--- src/rtl/i2cb_pkg.sv ---
package i2cb_pkg;
  typedef enum logic [2:0] {
    OP_START   = 3'd0,
    OP_RESTART = 3'd1,
    OP_WRITE   = 3'd2,
    OP_READ    = 3'd3,
    OP_STOP    = 3'd4
  } op_e;

  typedef enum logic [2:0] {
    ST_IDLE,
    ST_HOLD,
    ST_SETUP,
    ST_HIGH,
    ST_SHOLD
  } st_e;
endpackage

--- src/rtl/i2cb_sync.sv ---
module i2cb_sync #(
  parameter int STAGES = 2
) (
  input  logic clk,
  input  logic rst_n,
  input  logic d,
  output logic q
);
  logic [STAGES-1:0] sr;

  for (genvar i = 0; i < STAGES; i++) begin : g_stage
    if (i == 0) begin : g_first
      always_ff @(posedge clk or negedge rst_n) begin
        if (!rst_n) sr[0] <= 1'b1;
        else        sr[0] <= d;
      end
    end else begin : g_next
      always_ff @(posedge clk or negedge rst_n) begin
        if (!rst_n) sr[i] <= 1'b1;
        else        sr[i] <= sr[i-1];
      end
    end
  end

  assign q = sr[STAGES-1];
endmodule

--- src/rtl/i2cb_period.sv ---
module i2cb_period #(
  parameter int TPR_W = 8,
  parameter int CNT_W = TPR_W + 5
) (
  input  logic [TPR_W-1:0] tpr,
  output logic [CNT_W-1:0] half_low,
  output logic [CNT_W-1:0] full_low,
  output logic [CNT_W-1:0] full_high
);
  logic [CNT_W-1:0] unit;

  always_comb begin
    unit      = CNT_W'(tpr) + CNT_W'(1);
    half_low  = (unit << 2) + (unit << 1);
    full_low  = half_low << 1;
    full_high = unit << 3;
  end
endmodule

--- src/rtl/i2c_bit_engine.sv ---
module i2c_bit_engine
  import i2cb_pkg::*;
#(
  parameter int TPR_W       = 8,
  parameter int SYNC_STAGES = 2
) (
  input  logic             clk,
  input  logic             rst_n,
  input  logic [TPR_W-1:0] tpr,
  input  logic             cmd_valid,
  input  logic [2:0]       cmd_op,
  input  logic             cmd_bit,
  output logic             busy,
  output logic             done,
  output logic             rx_bit,
  output logic             scl_low,
  output logic             sda_low,
  input  logic             scl_in,
  input  logic             sda_in
);
  localparam int CNT_W = TPR_W + 5;
  localparam logic [CNT_W-1:0] ONE = CNT_W'(1);

  logic [CNT_W-1:0] half_low, full_low, full_high, high_len;
  logic             scl_s, sda_s;

  st_e              st_q, st_d;
  op_e              op_q, op_d;
  logic [CNT_W-1:0] cnt_q, cnt_d;
  logic             tgt_q, tgt_d;
  logic             scl_q, scl_d;
  logic             sda_q, sda_d;
  logic             done_q, done_d;
  logic             rx_q, rx_d;
  logic             accept;

  i2cb_period #(.TPR_W(TPR_W), .CNT_W(CNT_W)) u_period (
    .tpr       (tpr),
    .half_low  (half_low),
    .full_low  (full_low),
    .full_high (full_high)
  );

  i2cb_sync #(.STAGES(SYNC_STAGES)) u_scl_sync (
    .clk (clk), .rst_n (rst_n), .d (scl_in), .q (scl_s)
  );

  i2cb_sync #(.STAGES(SYNC_STAGES)) u_sda_sync (
    .clk (clk), .rst_n (rst_n), .d (sda_in), .q (sda_s)
  );

  assign accept   = cmd_valid && (st_q == ST_IDLE) && (cmd_op <= 3'd4);
  assign high_len = (op_q == OP_RESTART) ? full_low : full_high;

  always_comb begin
    st_d   = st_q;
    op_d   = op_q;
    cnt_d  = cnt_q;
    tgt_d  = tgt_q;
    scl_d  = scl_q;
    sda_d  = sda_q;
    rx_d   = rx_q;
    done_d = 1'b0;
    unique case (st_q)
      ST_IDLE: begin
        if (accept) begin
          cnt_d = '0;
          op_d  = op_e'(cmd_op);
          st_d  = ST_HOLD;
          case (cmd_op)
            3'd0: begin sda_d = 1'b1; st_d = ST_SHOLD; end
            3'd2: tgt_d = ~cmd_bit;
            3'd4: tgt_d = 1'b1;
            default: tgt_d = 1'b0;
          endcase
        end
      end
      ST_HOLD: begin
        cnt_d = cnt_q + ONE;
        if (cnt_q == half_low - ONE) begin
          cnt_d = '0;
          sda_d = tgt_q;
          st_d  = ST_SETUP;
        end
      end
      ST_SETUP: begin
        cnt_d = cnt_q + ONE;
        if (cnt_q == half_low - ONE) begin
          cnt_d = '0;
          scl_d = 1'b0;
          st_d  = ST_HIGH;
        end
      end
      ST_HIGH: begin
        if (scl_s) begin
          cnt_d = cnt_q + ONE;
          if (op_q == OP_READ && cnt_q == (full_high >> 1)) rx_d = sda_s;
          if (cnt_q == high_len - ONE) begin
            cnt_d = '0;
            case (op_q)
              OP_RESTART: begin sda_d = 1'b1; st_d = ST_SHOLD; end
              OP_STOP:    begin sda_d = 1'b0; st_d = ST_IDLE; done_d = 1'b1; end
              default:    begin scl_d = 1'b1; st_d = ST_IDLE; done_d = 1'b1; end
            endcase
          end
        end
      end
      ST_SHOLD: begin
        cnt_d = cnt_q + ONE;
        if (cnt_q == full_low - ONE) begin
          cnt_d  = '0;
          scl_d  = 1'b1;
          st_d   = ST_IDLE;
          done_d = 1'b1;
        end
      end
      default: st_d = ST_IDLE;
    endcase
  end

  always_ff @(posedge clk or negedge rst_n) begin
    if (!rst_n) begin
      st_q   <= ST_IDLE;
      op_q   <= OP_START;
      cnt_q  <= '0;
      tgt_q  <= 1'b0;
      scl_q  <= 1'b0;
      sda_q  <= 1'b0;
      done_q <= 1'b0;
      rx_q   <= 1'b0;
    end else begin
      st_q   <= st_d;
      op_q   <= op_d;
      cnt_q  <= cnt_d;
      tgt_q  <= tgt_d;
      scl_q  <= scl_d;
      sda_q  <= sda_d;
      done_q <= done_d;
      rx_q   <= rx_d;
    end
  end

  assign busy    = (st_q != ST_IDLE);
  assign done    = done_q;
  assign rx_bit  = rx_q;
  assign scl_low = scl_q;
  assign sda_low = sda_q;
endmodule

--- config.mk ---
export PLATFORM = sky130hd
export DESIGN_NAME = i2c_bit_engine
export DESIGN_NICKNAME = d
export VERILOG_FILES = /design/src/rtl/i2cb_pkg.sv /design/src/rtl/i2cb_sync.sv /design/src/rtl/i2cb_period.sv /design/src/rtl/i2c_bit_engine.sv
export SDC_FILE = /design/constraint.sdc
export NUM_CORES = 1
export LEC_CHECK = 0
export ABC_AREA = 0
export BUFFER_PORTS_ARGS = -buffer_cell sky130_fd_sc_hd__buf_4
export CORE_AREA = 3 3 86 88
export CTS_CLUSTER_SIZE = 40
export DETAILED_ROUTE_END_ITERATION = 6
export DIE_AREA = 0 0 89 91
export GPL_ROUTABILITY_DRIVEN = 0
export GPL_TIMING_DRIVEN = 1
export MAX_ROUTING_LAYER = met4
export PLACE_DENSITY_LB_ADDON = 0.05
export SLEW_MARGIN = 25
export SYNTH_ARGS = -nofsm -noshare
export SYNTH_HDL_FRONTEND = slang
export SYNTH_SLANG_ARGS = --single-unit
--- constraint.sdc ---
create_clock -name clk -period 4.6 [get_ports clk]
set_input_delay 0 -clock clk [delete_from_list [all_inputs] [get_ports clk]]
set_output_delay 0 -clock clk [all_outputs]
set_load 0.01 [all_outputs]
Yosys cells after proc, flatten, opt, wreduce, memory -nomap -nowiden:

Index checks and enable logic that the tools add are counted.

* output and inout port bits: 5
* word-level logic and storage cells: 96
* input port bits: 17
* bits in registers: 28

* reduce and logical (&&, ||, !) cells: 18
* eq/ne operators: 22
* magnitude comparators: 1
* bitwise logic cells: 2
* add/subtract/negate cells: 6
* muxes and demuxes: 35

Operator list (count)
* 13-bit 2-to-1 mux: 6
* 13-bit case mux with 4 select lines: 1
* 13-bit equality test: 3
* 13-bit by 1-bit subtractor with 13-bit output, second input constant: 3
* 3-bit 2-to-1 mux: 8
* 3-bit case mux with 5 select lines: 1
* 1-bit 2-to-1 mux: 14
* 13-bit by 1-bit adder with 13-bit output, second input constant: 1
* 13-bit adder: 1
* 13-bit by 12-bit equality test with 1-bit output: 1
* 3-bit by 2-bit equality test with 1-bit output, second input constant: 4
* 2-bit != test, second input constant: 6
* 6-bit AND reduction: 2
* 8-bit by 1-bit adder with 9-bit output, second input constant: 1
* 3-bit equality test, second input constant: 3
* 1-bit case mux with 3 select lines: 3
* 3-bit AND reduction: 3
* 3-bit nonzero test: 3
* 7-bit AND reduction: 1
* 3-bit by 1-bit equality test with 1-bit output, second input constant: 2
* 3-bit logical NOT: 2
* 2-bit by 1-bit != test with 1-bit output, second input constant: 2
* 1-bit case mux with 2 select lines: 2
* 4-bit nonzero test: 1
* other kinds (6): 10

Depth between registers and ports, before layout:

* depth after elaboration: 8
* mapped depth: 20
* gate-level depth less buffers: 17

By module:

A second synthesis with hierarchy kept.

* cells, all modules: 516
* area total of the unflattened synthesis: 4103.9 sq um

By module, submodules not included
* i2c_bit_engine: instances 1, area an instance 3146.8 sq um, cells an instance 399, sequential area each 600.6 sq um
* i2cb_period: instances 1, area an instance 852.1 sq um, cells an instance 113, sequential area each 0.0 sq um
* i2cb_sync: instances 2, area an instance 52.6 sq um, cells an instance 2, sequential area each 52.6 sq um

Worst setup path after synthesis:

Ideal clock, no wire load.

* path type: input to register
* start point: input tpr[0]
* end point: register st_q[0]
* data arrival time: 4351 ps
* setup slack: 123 ps
* path buffers: 2
* library setup time: 125 ps
* required time: 4475 ps
* stages on the path: 18
* cells stage by stage: ha_1 > clkbuf_2 > xor2_1 > ha_1 > a21o_1 > a21o_1 > buf_2 > o311ai_1 > a31oi_1 > nor4_4 > o21ai_2 > nor3_4 > o21bai_1 > a2111o_1 > a2111oi_4 > a21oi_1 > or3_4 > mux2_4

* longest elaborated chain between the ends: 7
* elaborated cells on any way between the ends: 14
* those cells by class: add/sub: 5; eq/ne: 7; mux: 1; reduce/logical: 1

RTL lines
* from (decl): RTL line i2c_bit_engine.sv:9 `input logic [TPR_W-1:0] tpr,`
* 8-bit by 1-bit adder with 9-bit output (*): RTL line i2cb_period.sv:13 `unit = CNT_W'(tpr) + CNT_W'(1);`
* 13-bit adder: RTL line i2cb_period.sv:14 `half_low = (unit << 2) + (unit << 1);`
* 13-bit 2-to-1 mux: RTL line i2c_bit_engine.sv:53 `assign high_len = (op_q == OP_RESTART) ? full_low : full_high;`
* 13-bit by 1-bit subtractor with 13-bit output: RTL line i2c_bit_engine.sv:98 `if (cnt_q == high_len - ONE) begin`
* 13-bit equality test: RTL line i2c_bit_engine.sv:98
* 2-bit != test (no line)
* 6-bit AND reduction (no line) (*)
* to (signal assigned): RTL line i2c_bit_engine.sv:132 `st_q <= st_d;`
* to (decl): RTL line i2c_bit_engine.sv:27 `st_e st_q, st_d;`

Mark *: on every way between the ends. The rest lies on a longest branch, timed or not.
A chain may end at the register's enable or synchronous reset.

Worst setup path in the final report:

Same ends and word-level chain as after synthesis.

==> impl_metrics.py <==
metrics = {
    "outcome": {
        "status": "finished, final reports clean",
    },
    "grt": {
        "antenna_found_initial": 0,
        "grt_usage": 0.262,
        "met1_usage": 0.393,
        "grt_pass1_vias": 3405,
        "grt_util_met2": 0.394,
        "grt_max_degree": 29,
        "grt_pass1_wl_um": 16800,
        "use_met3": 0.0318,
        "top_usage_layer": "met2",
        "grt_overflow_total": 0,
    },
    "worst_hold_path": {
        "min-delay-start": "cmd_bit",
        "hold_end": "tgt_q",
        "hold_path.class": "input port to flip-flop",
        "hold_depth": 4,
    },
    "cts": {
        "clkSinkCount": 28,
        "clk_latency_ps": 280,
        "cts_buffer_depth": 2,
        "clockRootBuffer": "clkbuf_8",
        "cts_tree": "built",
        "cts_resized": 0,
        "path_clk_slew_ps": 100,
        "cts_buffers": 3,
        "h-tree-depth": 1,
    },
    "finish": {
        "final_cell_mix": "46 x xnor2_1, 43 x buf_4, 37 x nand2_1",
        "postLayoutCellArea_um2": 4400,
        "final_common_cell": "xnor2_1",
        "drive_gt1_frac": 0.185,
        "antenna_cells": 0,
        "postLayoutCoreUtil": 0.655,
        "syn2layout_area_growth_pct": 9.53,
        "final_nets": 542,
    },
    "logic_synthesis": {
        "yosysWarnings": 0,
        "async_flop_share": 1.00,
        "ys_ff_latch": 28,
        "synth_edf_count": 0,
        "syn_avg_cell_area_um2": 8.12,
        "syn_inst": 495,
        "ys_types": 95,
        "syn_area_um2": 4020,
        "ys.flop_type": "dfrtp_1",
        "synth_nets": 522,
        "ys_seq_area_frac": 0.176,
    },
    "floorplan": {
        "start_util": 0.598,
        "core_area_um2": 6720,
        "design.die.area_um2": 8100,
        "die_x_um": 89,
        "die_h_um": 91,
        "rows": 30,
        "io_pins": 22,
    },
    "power_and_ir_drop": {
        "p_clk_frac": 0.133,
        "pwr_density_cell_nw_per_um2": 336,
        "power.share.sequential": 0.268,
        "power.internal_mw": 0.795,
        "p_leak_nw": 1.67,
        "switching_share": 0.462,
        "ir_drop_v": 0.000381,
        "power_switching_mw": 0.683,
        "power_frac_comb": 0.600,
    },
    "timing": {
        "fin_crit_sh": 0.931,
        "grt_setup_unrepaired": "false",
        "fmax_mhz": 233,
        "hold_violations": 0,
        "finClkSkew_ps": 9.33,
        "slew_viol_final": 0,
        "finalSetupTns_ps": 0,
        "fin_crit_ps": 4280,
        "setup_viol_count_final": 0,
        "tightest_slew_ps": 628,
        "maxSlewHeadroom": 0.581,
        "holdWs_ps": 77.5,
    },
    "drt": {
        "first_iter_violations": 312,
        "routed_wl_um": 10100,
        "vias": 3808,
        "drtPass1Iterations": 5,
        "drcViolationCount": 0,
        "viasPerCell": 6.41,
        "antenna_left": 0,
        "avgRoutedWirePerCell_um": 17.0,
    },
    "setup_path": {
        "path_max_fanout": 11,
        "cp_slowest_stage_delay_ps": 410,
        "cp.required_ps": 4780,
        "crit_type": "input port to flip-flop",
        "start_kind": "input port",
        "r2r_slack_ps": 480,
        "r2r-end": "st_q[0]",
        "path_cells": "buf_4 > ha_1 > xor2_1 > ha_1 > a21o_1 > a21o_1 > nor3_1 > o221a_2 > nor2_1 > xnor2_2 > buf_4 > o41a_1 > mux2i_1 > or3_1 > o211ai_1 > o21ai_1 > or3_4 > mux2_4",
        "rr_worst_depth": 13,
        "end_kind": "flip-flop",
        "crit_slowest_cell": "xnor2_2",
        "critPathArrivalTime_ps": 4460,
        "r2r_start": "op_q[2]",
    },
    "place": {
        "dpl_cell_area_um2": 4260,
        "io_buffers": 21,
        "hpwl_um": 7710,
    },
    "flow_run": {
        "max_cap_violations": 0,
    },
}
-- routing by layer --
layer	part of all wire	up-vias	routed length (um)
li1	-	1853	-
met1	0.47	1830	4730
met2	0.48	119	4800
met3	0.049	6	496
met4	0.0063	0	64
met5	0	-	0
-- worst max path at each step --
stage,endpoint,slack (ps),startpoint
after floorplan,st_q[0],120,tpr[0]
after global placement,st_q[0],230,tpr[0]
after detailed placement,st_q[0],100,tpr[0]
after CTS,st_q[0],380,tpr[0]
after global routing,st_q[0],30,tpr[0]
final,st_q[0],320,tpr[0]
-- kinds of logic after synthesis --
logic type,count (synthesis),share of synthesized area
XOR/XNOR,71,0.183
flip-flops,28,0.176
AND/OR/NAND/NOR,181,0.261
adder cells (fa/ha/maj),10,0.0330
AO/OA/AOI/OAI,136,0.243
multiplexers,16,0.0436
buffers and inverters,53,0.0610
-- area by class of cell --
class                      count  area, um^2
clock buffer                   3        41.3
inverter                      19        73.8
tap                           80         100
fill                         579        2320
sequential                    28         706
timing repair buffer          49         383
multi-input combinational    414        3070
clock inverter                 1        30.0
-- flip-flops by register name, summed over array words and instances (netlist names) --
| register | cells |
|---|---|
| st_q | 3 |
| rx_bit | 1 |
| cnt_q | 13 |
| u_scl_sync.sr | 1 |
| sda_low | 1 |
| op_q | 3 |
| u_sda_sync.sr | 1 |
| scl_low | 1 |
| u_scl_sync.q | 1 |
| tgt_q | 1 |
| u_sda_sync.q | 1 |
| done | 1 |
-- Yosys cell counts (3+ instances only) --
cell type | count | share of area
a211oi_1 | 5 | 0.0093
a21o_1 | 8 | 0.015
a21oi_1 | 33 | 0.041
a22o_1 | 3 | 0.0065
a31oi_1 | 5 | 0.0078
and2_1 | 3 | 0.0047
and3_1 | 6 | 0.0093
and4_1 | 4 | 0.0087
buf_2 | 7 | 0.0087
buf_4 | 5 | 0.0093
clkbuf_1 | 17 | 0.016
dfrtp_1 | 24 | 0.15
dfstp_2 | 4 | 0.026
ha_1 | 9 | 0.028
inv_1 | 18 | 0.017
mux2_2 | 5 | 0.014
mux2i_1 | 9 | 0.022
nand2_1 | 37 | 0.035
nand2b_1 | 5 | 0.0078
nand3_1 | 21 | 0.026
nand3b_1 | 3 | 0.0056
nand4_1 | 12 | 0.019
nor2_1 | 32 | 0.030
nor2_4 | 3 | 0.0084
nor2b_1 | 8 | 0.012
nor3_1 | 10 | 0.012
nor3_2 | 3 | 0.0075
nor4_1 | 9 | 0.014
o211ai_1 | 6 | 0.011
o21a_1 | 4 | 0.0075
o21ai_0 | 16 | 0.020
o21ai_1 | 6 | 0.0075
o22ai_1 | 3 | 0.0047
o31ai_1 | 6 | 0.011
or3_1 | 4 | 0.0062
or4_1 | 3 | 0.0056
xnor2_1 | 46 | 0.10
xor2_1 | 16 | 0.035
-- critical path, delay by kind of cell --
family          cells  cell delay [ps]
simple gates        4             1200
compound gates      6             1240
fa+ha+maj           2              540
xor+xnor            2              750
mux                 2              380
buf+inv             2              360
-- stage by stage --
step	total power, mW	cells	setup WS [ps]
floorplan	1.06	495	123
global placement	1.24	583	227
detailed placement	1.27	583	96.5
CTS	1.47	593	382
global route	1.59	594	27.8
finish	1.48	594	316
-- timing repair --
action                     CTS  global route
setup buffers                0             1
hold buffers                 6             0
hold endpoints to repair    33             0
setup endpoints to repair    0             1
-- power by group through the flow --
stage	clock (mW)	combinational, mW	sequential (mW)
after floorplan	0	0.723	0.337
after global placement	0	0.849	0.393
after detailed placement	0	0.869	0.399
after CTS	0.200	0.878	0.395
after global routing	0.207	0.977	0.407
final	0.196	0.886	0.395
Note: power is estimated with default switching activity, not from simulation.
